<file path="config.mk">
export PLATFORM = sky130hd
export DESIGN_NAME = ovr_fault_qual
export DESIGN_NICKNAME = d
export VERILOG_FILES = /design/src/rtl/ovr_fault_pkg.sv /design/src/rtl/ovr_mag_cmp.sv /design/src/rtl/ovr_run_timer.sv /design/src/rtl/ovr_fault_fsm.sv /design/src/rtl/ovr_fault_qual.sv
export SDC_FILE = /design/constraint.sdc
export NUM_CORES = 1
export LEC_CHECK = 0
export ABC_AREA = 1
export BUFFER_PORTS_ARGS = -buffer_cell sky130_fd_sc_hd__buf_2
export CORE_AREA = 4 4 89 75
export DETAILED_ROUTE_END_ITERATION = 10
export DIE_AREA = 0 0 93 79
export HOLD_SLACK_MARGIN = 0.12
export PLACE_DENSITY_LB_ADDON = 0.12
export SYNTH_ARGS = -nofsm -noshare
export SYNTH_HDL_FRONTEND = slang
export SYNTH_SLANG_ARGS = --single-unit
</file>
<file path="constraint.sdc">
create_clock -name clk -period 1.5 [get_ports clk]
set_input_delay 0.3 -clock clk [delete_from_list [all_inputs] [get_ports clk]]
set_output_delay 0.3 -clock clk [all_outputs]
set_load 0.005 [all_outputs]
</file>
<file path="src/rtl/ovr_fault_pkg.sv">
`timescale 1ns/1ps
package ovr_fault_pkg;

  typedef enum logic [1:0] {
    FQ_CLEAR     = 2'd0,
    FQ_TRIPPED   = 2'd1,
    FQ_RELEASING = 2'd2
  } fq_state_e;

endpackage

</file>
<file path="src/rtl/ovr_mag_cmp.sv">
`timescale 1ns/1ps
module ovr_mag_cmp #(
  parameter int SAMPLE_W = 16
) (
  input  logic                       clk,
  input  logic                       rst_n,
  input  logic                       side_alive,
  input  logic                       smp_vld,
  input  logic signed [SAMPLE_W-1:0] smp_data,
  input  logic        [SAMPLE_W-1:0] thr_mag,
  output logic                       ovr_q
);

  logic [SAMPLE_W-1:0] mag;
  logic                over_now;
  logic                ovr_d;
  logic                ovr_en;

  // Two's-complement magnitude; the most negative code maps to 2^(W-1).
  always_comb begin
    if (smp_data[SAMPLE_W-1]) mag = ~smp_data + 1'b1;
    else                      mag = smp_data;
    over_now = (mag > thr_mag);
  end

  always_comb begin
    ovr_en = !side_alive || smp_vld;
    ovr_d  = side_alive && over_now;
  end

  always_ff @(posedge clk or negedge rst_n) begin
    if (!rst_n)      ovr_q <= 1'b0;
    else if (ovr_en) ovr_q <= ovr_d;
  end

endmodule

</file>
<file path="src/rtl/ovr_run_timer.sv">
`timescale 1ns/1ps
module ovr_run_timer #(
  parameter int LIMIT = 8,
  localparam int CNT_W = $clog2(LIMIT + 1)
) (
  input  logic clk,
  input  logic rst_n,
  input  logic run,
  output logic hit
);

  localparam logic [CNT_W-1:0] LAST = CNT_W'(LIMIT - 1);

  logic [CNT_W-1:0] cnt_q;
  logic [CNT_W-1:0] cnt_d;
  logic             cnt_en;

  always_comb begin
    cnt_en = run || (cnt_q != '0);
    cnt_d  = run ? cnt_q + 1'b1 : '0;
    hit    = run && (cnt_q == LAST);
  end

  always_ff @(posedge clk or negedge rst_n) begin
    if (!rst_n)      cnt_q <= '0;
    else if (cnt_en) cnt_q <= cnt_d;
  end

endmodule

</file>
<file path="src/rtl/ovr_fault_fsm.sv">
`timescale 1ns/1ps
module ovr_fault_fsm
  import ovr_fault_pkg::*;
(
  input  logic      clk,
  input  logic      rst_n,
  input  logic      side_alive,
  input  logic      ovr_q,
  input  logic      qual_hit,
  input  logic      rel_hit,
  output logic      qual_run,
  output logic      rel_run,
  output fq_state_e state_q
);

  fq_state_e state_d;

  always_comb begin
    qual_run = side_alive && (state_q == FQ_CLEAR) && ovr_q;
    rel_run  = side_alive && (state_q != FQ_CLEAR) && !ovr_q;
  end

  always_comb begin
    state_d = state_q;
    if (!side_alive) begin
      state_d = FQ_CLEAR;
    end else begin
      unique case (state_q)
        FQ_CLEAR:     if (qual_hit) state_d = FQ_TRIPPED;
        FQ_TRIPPED: begin
          if (rel_hit)     state_d = FQ_CLEAR;
          else if (!ovr_q) state_d = FQ_RELEASING;
        end
        FQ_RELEASING: begin
          if (ovr_q)        state_d = FQ_TRIPPED;
          else if (rel_hit) state_d = FQ_CLEAR;
        end
        default:      state_d = FQ_CLEAR;
      endcase
    end
  end

  always_ff @(posedge clk or negedge rst_n) begin
    if (!rst_n) state_q <= FQ_CLEAR;
    else        state_q <= state_d;
  end

endmodule

</file>
<file path="src/rtl/ovr_fault_qual.sv">
`timescale 1ns/1ps
module ovr_fault_qual
  import ovr_fault_pkg::*;
#(
  parameter int SAMPLE_W    = 16,
  parameter int REJECT_CYC  = 250,
  parameter int DETECT_CYC  = 750,
  parameter int RELEASE_CYC = 2500
) (
  input  logic                       clk,
  input  logic                       rst_n,
  input  logic                       side_alive,
  input  logic                       smp_vld,
  input  logic signed [SAMPLE_W-1:0] smp_data,
  input  logic        [SAMPLE_W-1:0] thr_mag,
  output logic                       fault_pd_en
);

  generate
    if (REJECT_CYC < 1 || RELEASE_CYC < 1 || REJECT_CYC > DETECT_CYC) begin : g_bad_cfg
      $error("ovr_fault_qual: need 1 <= REJECT_CYC <= DETECT_CYC and RELEASE_CYC >= 1");
    end
  endgenerate

  logic      ovr_q;
  logic      qual_run;
  logic      rel_run;
  logic      qual_hit;
  logic      rel_hit;
  fq_state_e state_q;

  ovr_mag_cmp #(.SAMPLE_W(SAMPLE_W)) u_cmp (
    .clk        (clk),
    .rst_n      (rst_n),
    .side_alive (side_alive),
    .smp_vld    (smp_vld),
    .smp_data   (smp_data),
    .thr_mag    (thr_mag),
    .ovr_q      (ovr_q)
  );

  ovr_run_timer #(.LIMIT(DETECT_CYC)) u_qual_tmr (
    .clk   (clk),
    .rst_n (rst_n),
    .run   (qual_run),
    .hit   (qual_hit)
  );

  ovr_run_timer #(.LIMIT(RELEASE_CYC)) u_rel_tmr (
    .clk   (clk),
    .rst_n (rst_n),
    .run   (rel_run),
    .hit   (rel_hit)
  );

  ovr_fault_fsm u_fsm (
    .clk        (clk),
    .rst_n      (rst_n),
    .side_alive (side_alive),
    .ovr_q      (ovr_q),
    .qual_hit   (qual_hit),
    .rel_hit    (rel_hit),
    .qual_run   (qual_run),
    .rel_run    (rel_run),
    .state_q    (state_q)
  );

  // A dead input side can never hold the shared line low.
  assign fault_pd_en = side_alive && (state_q != FQ_CLEAR);

endmodule

</file>
# Word level (Yosys, flattened, before mapping)
# Cells that the tools add are included.
[word_totals]
register_bits = 25
latch_bits = 0
ram_bits = 0
rom_bits = 0
in_bits = 36
out_inout_bits = 1
word_cells = 43
memories = 0
[op_classes]
n_addsub = 3
multipliers = 0
div_mod_pow = 0
order_cmp = 1
n_eq_ne = 7
shifts = 0
n_mux = 10
n_bitwise = 1
n_reduce_logical = 17
[op_table]
columns = ["operator", "n"]
rows = [
  ["$add 16x1->16 const B", 1],
  ["$gt 16x16->1", 1],
  ["$mux 16", 1],
  ["$not 16->16", 1],
  ["$add 12x1->12 const B", 1],
  ["$eq 12x12->1 const B", 1],
  ["$mux 12", 1],
  ["$mux 2", 6],
  ["$reduce_bool 12->1", 1],
  ["$add 10x1->10 const B", 1],
  ["$eq 10x10->1 const B", 1],
  ["$mux 10", 1],
  ["$reduce_bool 10->1", 1],
  ["$ne 4x4->1 const B", 2],
  ["$logic_and 1x1->1", 7],
  ["$pmux 2 s3", 1],
  ["$logic_or 1x1->1", 3],
  ["$ne 3x3->1 const B", 1],
  ["$reduce_and 3->1", 1],
  ["$eq 2x1->1 const B", 1],
  ["$eq 2x2->1 const B", 1],
  ["$logic_not 1->1", 2],
  ["$logic_not 2->1", 1],
  ["$reduce_bool 2->1", 1],
]

# Logic depth before layout (Yosys ltp)
[logic_depth]
word_depth = 8
depth_mapped = 17

# Modules after synthesis
# Synthesis repeated with hierarchy kept, for this count alone.
[hier_totals]
hier_cells = 333
hier_area_um2 = 2274.7
[modules_own_cells]
columns = ["mod", "instances", "cells_each", "area_per_inst_um2", "seq_area_each_um2"]
rows = [
  ["ovr_mag_cmp", 1, 133, 814.5, 25.0],
  ["ovr_run_timer (u_rel_tmr)", 1, 92, 681.9, 300.3],
  ["ovr_run_timer (u_qual_tmr)", 1, 81, 610.6, 250.2],
  ["ovr_fault_fsm", 1, 24, 156.4, 50.0],
  ["ovr_fault_qual", 1, 3, 11.3, 0.0],
]

# Worst setup path after synthesis
# No wires, ideal clock.
[synth_path]
kind = "input to register"
from = "in smp_data[0]"
to = "reg u_cmp.ovr_q"
arrival_time_ps = 1907
t_required_ps = 1423
setup_slack_ps = -485
stages = 16
n_path_buf = 0
cell_sequence = "inv_2 > ha_1 > nand3_2 > nor2_2 > nand2_1 > nor2_2 > nand4_1 > nand3_1 > nand2_1 > ha_1 > nand2_1 > nor3_1 > nand2_1 > nand2_1 > nand2_1 > a21oi_1"
[synth_between]
elab_chain_cells = 5
[synth_rtl]
columns = ["item", "line", "text"]
rows = [
  ["start: declaration", "ovr_fault_qual.sv:14", "input logic signed [SAMPLE_W-1:0] smp_data,"],
  ["$not 16->16", "ovr_mag_cmp.sv:21", "if (smp_data[SAMPLE_W-1]) mag = ~smp_data + 1'b1;"],
  ["$add 16x1->16", "ovr_mag_cmp.sv:21", ""],
  ["$mux 16 *", "ovr_mag_cmp.sv:21", ""],
  ["$gt 16x16->1 *", "ovr_mag_cmp.sv:23", "over_now = (mag > thr_mag);"],
  ["$logic_and 1x1->1 *", "ovr_mag_cmp.sv:28", "ovr_d = side_alive && over_now;"],
  ["end signal: assignment", "ovr_mag_cmp.sv:33", "else if (ovr_en) ovr_q <= ovr_d;"],
  ["end: declaration", "ovr_mag_cmp.sv:11", "output logic ovr_q"],
]
# Every way passes the cells marked *; elsewhere a longest branch is shown, timed or not.
# A chain may end at the register's enable or synchronous reset.

# Worst setup path in the final report
[layout_path]
from = "in smp_data[1]"
to = "reg u_cmp.ovr_q"
# Same word-level chain as after synthesis.

==> impl_metrics.json <==
{
  "run_status": "finished with violations",
  "violations": "setup timing",
  "pnr_total_power_w": 0.001833,
  "nets": 435,
  "p_leak_nw": 1.442,
  "grt_pass1_vias": 1927,
  "cts.sinks": 25,
  "synth_top_area_share": 0.2784,
  "critPathLaunchType": "primary input",
  "dieArea_um2": 7347,
  "die-height_um": 79,
  "slew_viol_final": 0,
  "worst_case_setup_margin_in_the_final_layout_ns": -0.4273,
  "first_pass_grt_wire_length_mm": 8.362,
  "synth.yosys.seq_area_share": 0.2784,
  "cts_tree": "done",
  "critical_path.endpoint_type": "flop",
  "critical-path-top-cell-by-count": "sky130_fd_sc_hd__nand2_1",
  "crit_buf_inv": 2,
  "timing.hold.worst.class": "primary input to flop",
  "core_area_um2": 5756,
  "vdd_ir_drop_max_mv": 0.4768,
  "grt_busiest_layer": "met2",
  "hold_viol": 0,
  "area_growth_pct": 26.73,
  "syn_area_per_cell_um2": 7.089,
  "detailedPlacementHpwl_mm": 3.950,
  "peak_fanout_along_the_critical_path": 3,
  "i_o_buffers": 36,
  "layout_commonest_cell": "sky130_fd_sc_hd__nand2_1",
  "drt-initial-drc-count": 73,
  "htree_levels": 1,
  "cts.root.buffer_cell": "sky130_fd_sc_hd__clkbuf_8",
  "power.combinational.fraction": 0.351,
  "floorplan.io_pins": 37,
  "max-clock-path-buffers": 2,
  "std_cell_rows": 25,
  "drt_pre_antenna_iters": 4,
  "setup.worst_path.class": "primary input to flop",
  "most-common-layout-cells": "61 x sky130_fd_sc_hd__nand2_1, 50 x sky130_fd_sc_hd__inv_1, 34 x sky130_fd_sc_hd__buf_2",
  "synthesis.area_um2": 2247,
  "routed-via-count": 2090,
  "rsz0062_at_grt": "true",
  "met1_usage": 0.1937,
  "initial_utilization": 0.3904,
  "clk_pin_slew_worst_paths_ns": 0.09,
  "numCtsBuffers": 3,
  "overflow": 0,
  "cp.arrival_ns": 2.09,
  "clock_power_share": 0.217,
  "yosysWarnings": 0,
  "finClkSkew_ns": 0.002787,
  "initial_antenna_violation_count": 0,
  "synthCells": 317,
  "power.internal_w": 0.001194,
  "drtAntennaViolNets": 0,
  "die_w_um": 93,
  "clk-insertion-delay-late_ns": 0.27,
  "synth_seq_cells": 25,
  "maxcap_violations": 0,
  "worstPathCellList": "buf_8, inv_16, ha_4, nand3_2, nor2_4, nand2_2, nor2_4, nand4_1, nand3_1, nand2_1, ha_1, nand2_2, o21ai_0, a21oi_1, nand2_1, nand2_1, a21oi_2",
  "fmaxAchievable_mhz": 518.9,
  "power.switching_w": 0.0006393,
  "period_share": 1.285,
  "grt_util_all_layers": 0.1364,
  "vias_per_cell": 4.573,
  "grt_start_max_net_pins": 26,
  "critPathSlowestCell": "sky130_fd_sc_hd__ha_1",
  "wirelength_mm": 4.765,
  "drive_gt1_frac": 0.2819,
  "power_per_standard_cell_area_nw_per_um2": 643.7,
  "worst_slew_pin_slew_ns": 0.5600,
  "use_met2": 0.2236,
  "timing.slew.headroom": 0.6267,
  "gp_routability_congestion": 0.8131,
  "synth.distinct_cells": 32,
  "yosys-top-cells-area": "sky130_fd_sc_hd__dfrtp_1 28%, sky130_fd_sc_hd__ha_1 12%, sky130_fd_sc_hd__nand2_1 11%",
  "switching_share": 0.3488,
  "postLayoutCoreUtil": 0.4948,
  "critical_path_required_ns": 1.66,
  "grtUsageMet3": 0.02557,
  "period_needed_ns": 1.927,
  "setup-violations-final": 1,
  "synth_top_area_cell": "sky130_fd_sc_hd__dfrtp_1",
  "worst_path_largest_cell_delay_ns": 0.29,
  "top_family_by_delay_on_critical_path": "simple AND/OR/NAND/NOR gates",
  "drt-wirelength-per-cell_um": 10.43,
  "mappedNetlistNets": 375,
  "p_seq_frac": 0.431,
  "antenna-diode-count": 0,
  "drc_errors_left": 0
}
## kinds of logic after synthesis
logic type | share of synthesized area
adder cells (fa/ha/maj) | 0.1225
flip-flops | 0.2784
XOR/XNOR | 0.04287
buffers and inverters | 0.1069
AO/OA/AOI/OAI | 0.09410
AND/OR/NAND/NOR | 0.3552
## flip-flops by register name, indices dropped and copies added (netlist names)
| name | count |
|---|---|
| u_cmp.ovr_q | 1 |
| u_qual_tmr.cnt_q | 10 |
| u_fsm.state_q | 2 |
| u_rel_tmr.cnt_q | 12 |
## synthesized netlist by cell type (all sizes together)
cell type and instances:
clkinv 2, nor4 3, a31oi 2, o221ai 1, nand4 8, xor2 7, nand2 69, nand3 18
inv 60, dfrtp 25, ha 22, o21ai 17, xnor2 4, buf 1, or2 1, a21o 1
nor3b 2, a21oi 18, a211oi 1, nor2 39, nor3 16
## path summary, 6_finish.rpt
kind | startpoint | to | slack [ns] | depth (start not counted)
min in group asynchronous | rst_n | u_rel_tmr.cnt_q[4] | 0.55 | 2
hold reg to reg | u_qual_tmr.cnt_q[9] | u_qual_tmr.cnt_q[9] | 0.56 | 2
max in group asynchronous | rst_n | u_fsm.state_q[0] | 0.58 | 2
hold / removal | smp_vld | u_cmp.ovr_q | 0.22 | 2
setup / recovery | smp_data[1] | u_cmp.ovr_q | -0.43 | 17
setup reg to reg | u_rel_tmr.cnt_q[1] | u_rel_tmr.cnt_q[10] | 0.16 | 6
## worst register-to-register path, stage by stage (launching register included)
cell and delay, ns:
sky130_fd_sc_hd__dfrtp_1 0.41, sky130_fd_sc_hd__ha_4 0.18, sky130_fd_sc_hd__nand2_2 0.06, sky130_fd_sc_hd__nor3_2 0.20, sky130_fd_sc_hd__nand2_1 0.12, sky130_fd_sc_hd__o221ai_1 0.21
sky130_fd_sc_hd__inv_1 0.05
## power groups by stage
stage          clock network, W  registers (W)  logic, W
2_1_floorplan                 0       0.000776  0.000410
3_3_place_gp                  0       0.000786  0.000598
3_5_place_dp                  0       0.000787  0.000608
4_1_cts                0.000423       0.000774  0.000620
5_1_grt                0.000457       0.000800  0.000748
6_report               0.000398       0.000791  0.000644
## layout make-up
type | count | area, µm²
fillers | 595 | 2908
clock buffers | 3 | 41.29
repair buffers | 56 | 352.8
inverters | 62 | 259.0
flip-flops and latches | 25 | 625.6
well taps | 81 | 101.3
multi-input cells | 229 | 1463
clock inverters | 1 | 5.005
## stage by stage
| stage | TNS [ns] | hold slack (ns) | instances | setup WS [ns] | cell area, µm² |
|---|---|---|---|---|---|
| floorplan | -0.4381 | 0.004409 | 317 | -0.4381 | 2288 |
| detailed placement | -0.8699 | 0.3347 | 450 | -0.8699 | 2693 |
| global route | -0.5875 | 0.2028 | 457 | -0.5875 | 2848 |
| global placement | -0.7751 | 0.3329 | 450 | -0.7751 | 2693 |
| finish | -0.4273 | 0.2152 | 457 | -0.4273 | 2848 |
| CTS | -0.4598 | 0.2062 | 456 | -0.4598 | 2779 |
## metal layers
metal	routed length, µm	share of wire	up-vias
li1	-	-	1147
met1	2436	0.51	910
met3	149	0.031	2
met4	7	0.0015	0
met5	0	0	-
met2	2172	0.46	31
## timing repair
item,4_1_cts,5_1_grt
cloned,0,0
hold buffers,1,0
gates resized for setup,7,13
setup endpoints to repair,1,3
buffers inserted,1,1
endpoints found under the hold margin,25,0
pin swaps,12,2
Note: power is estimated with default switching activity, not from simulation.
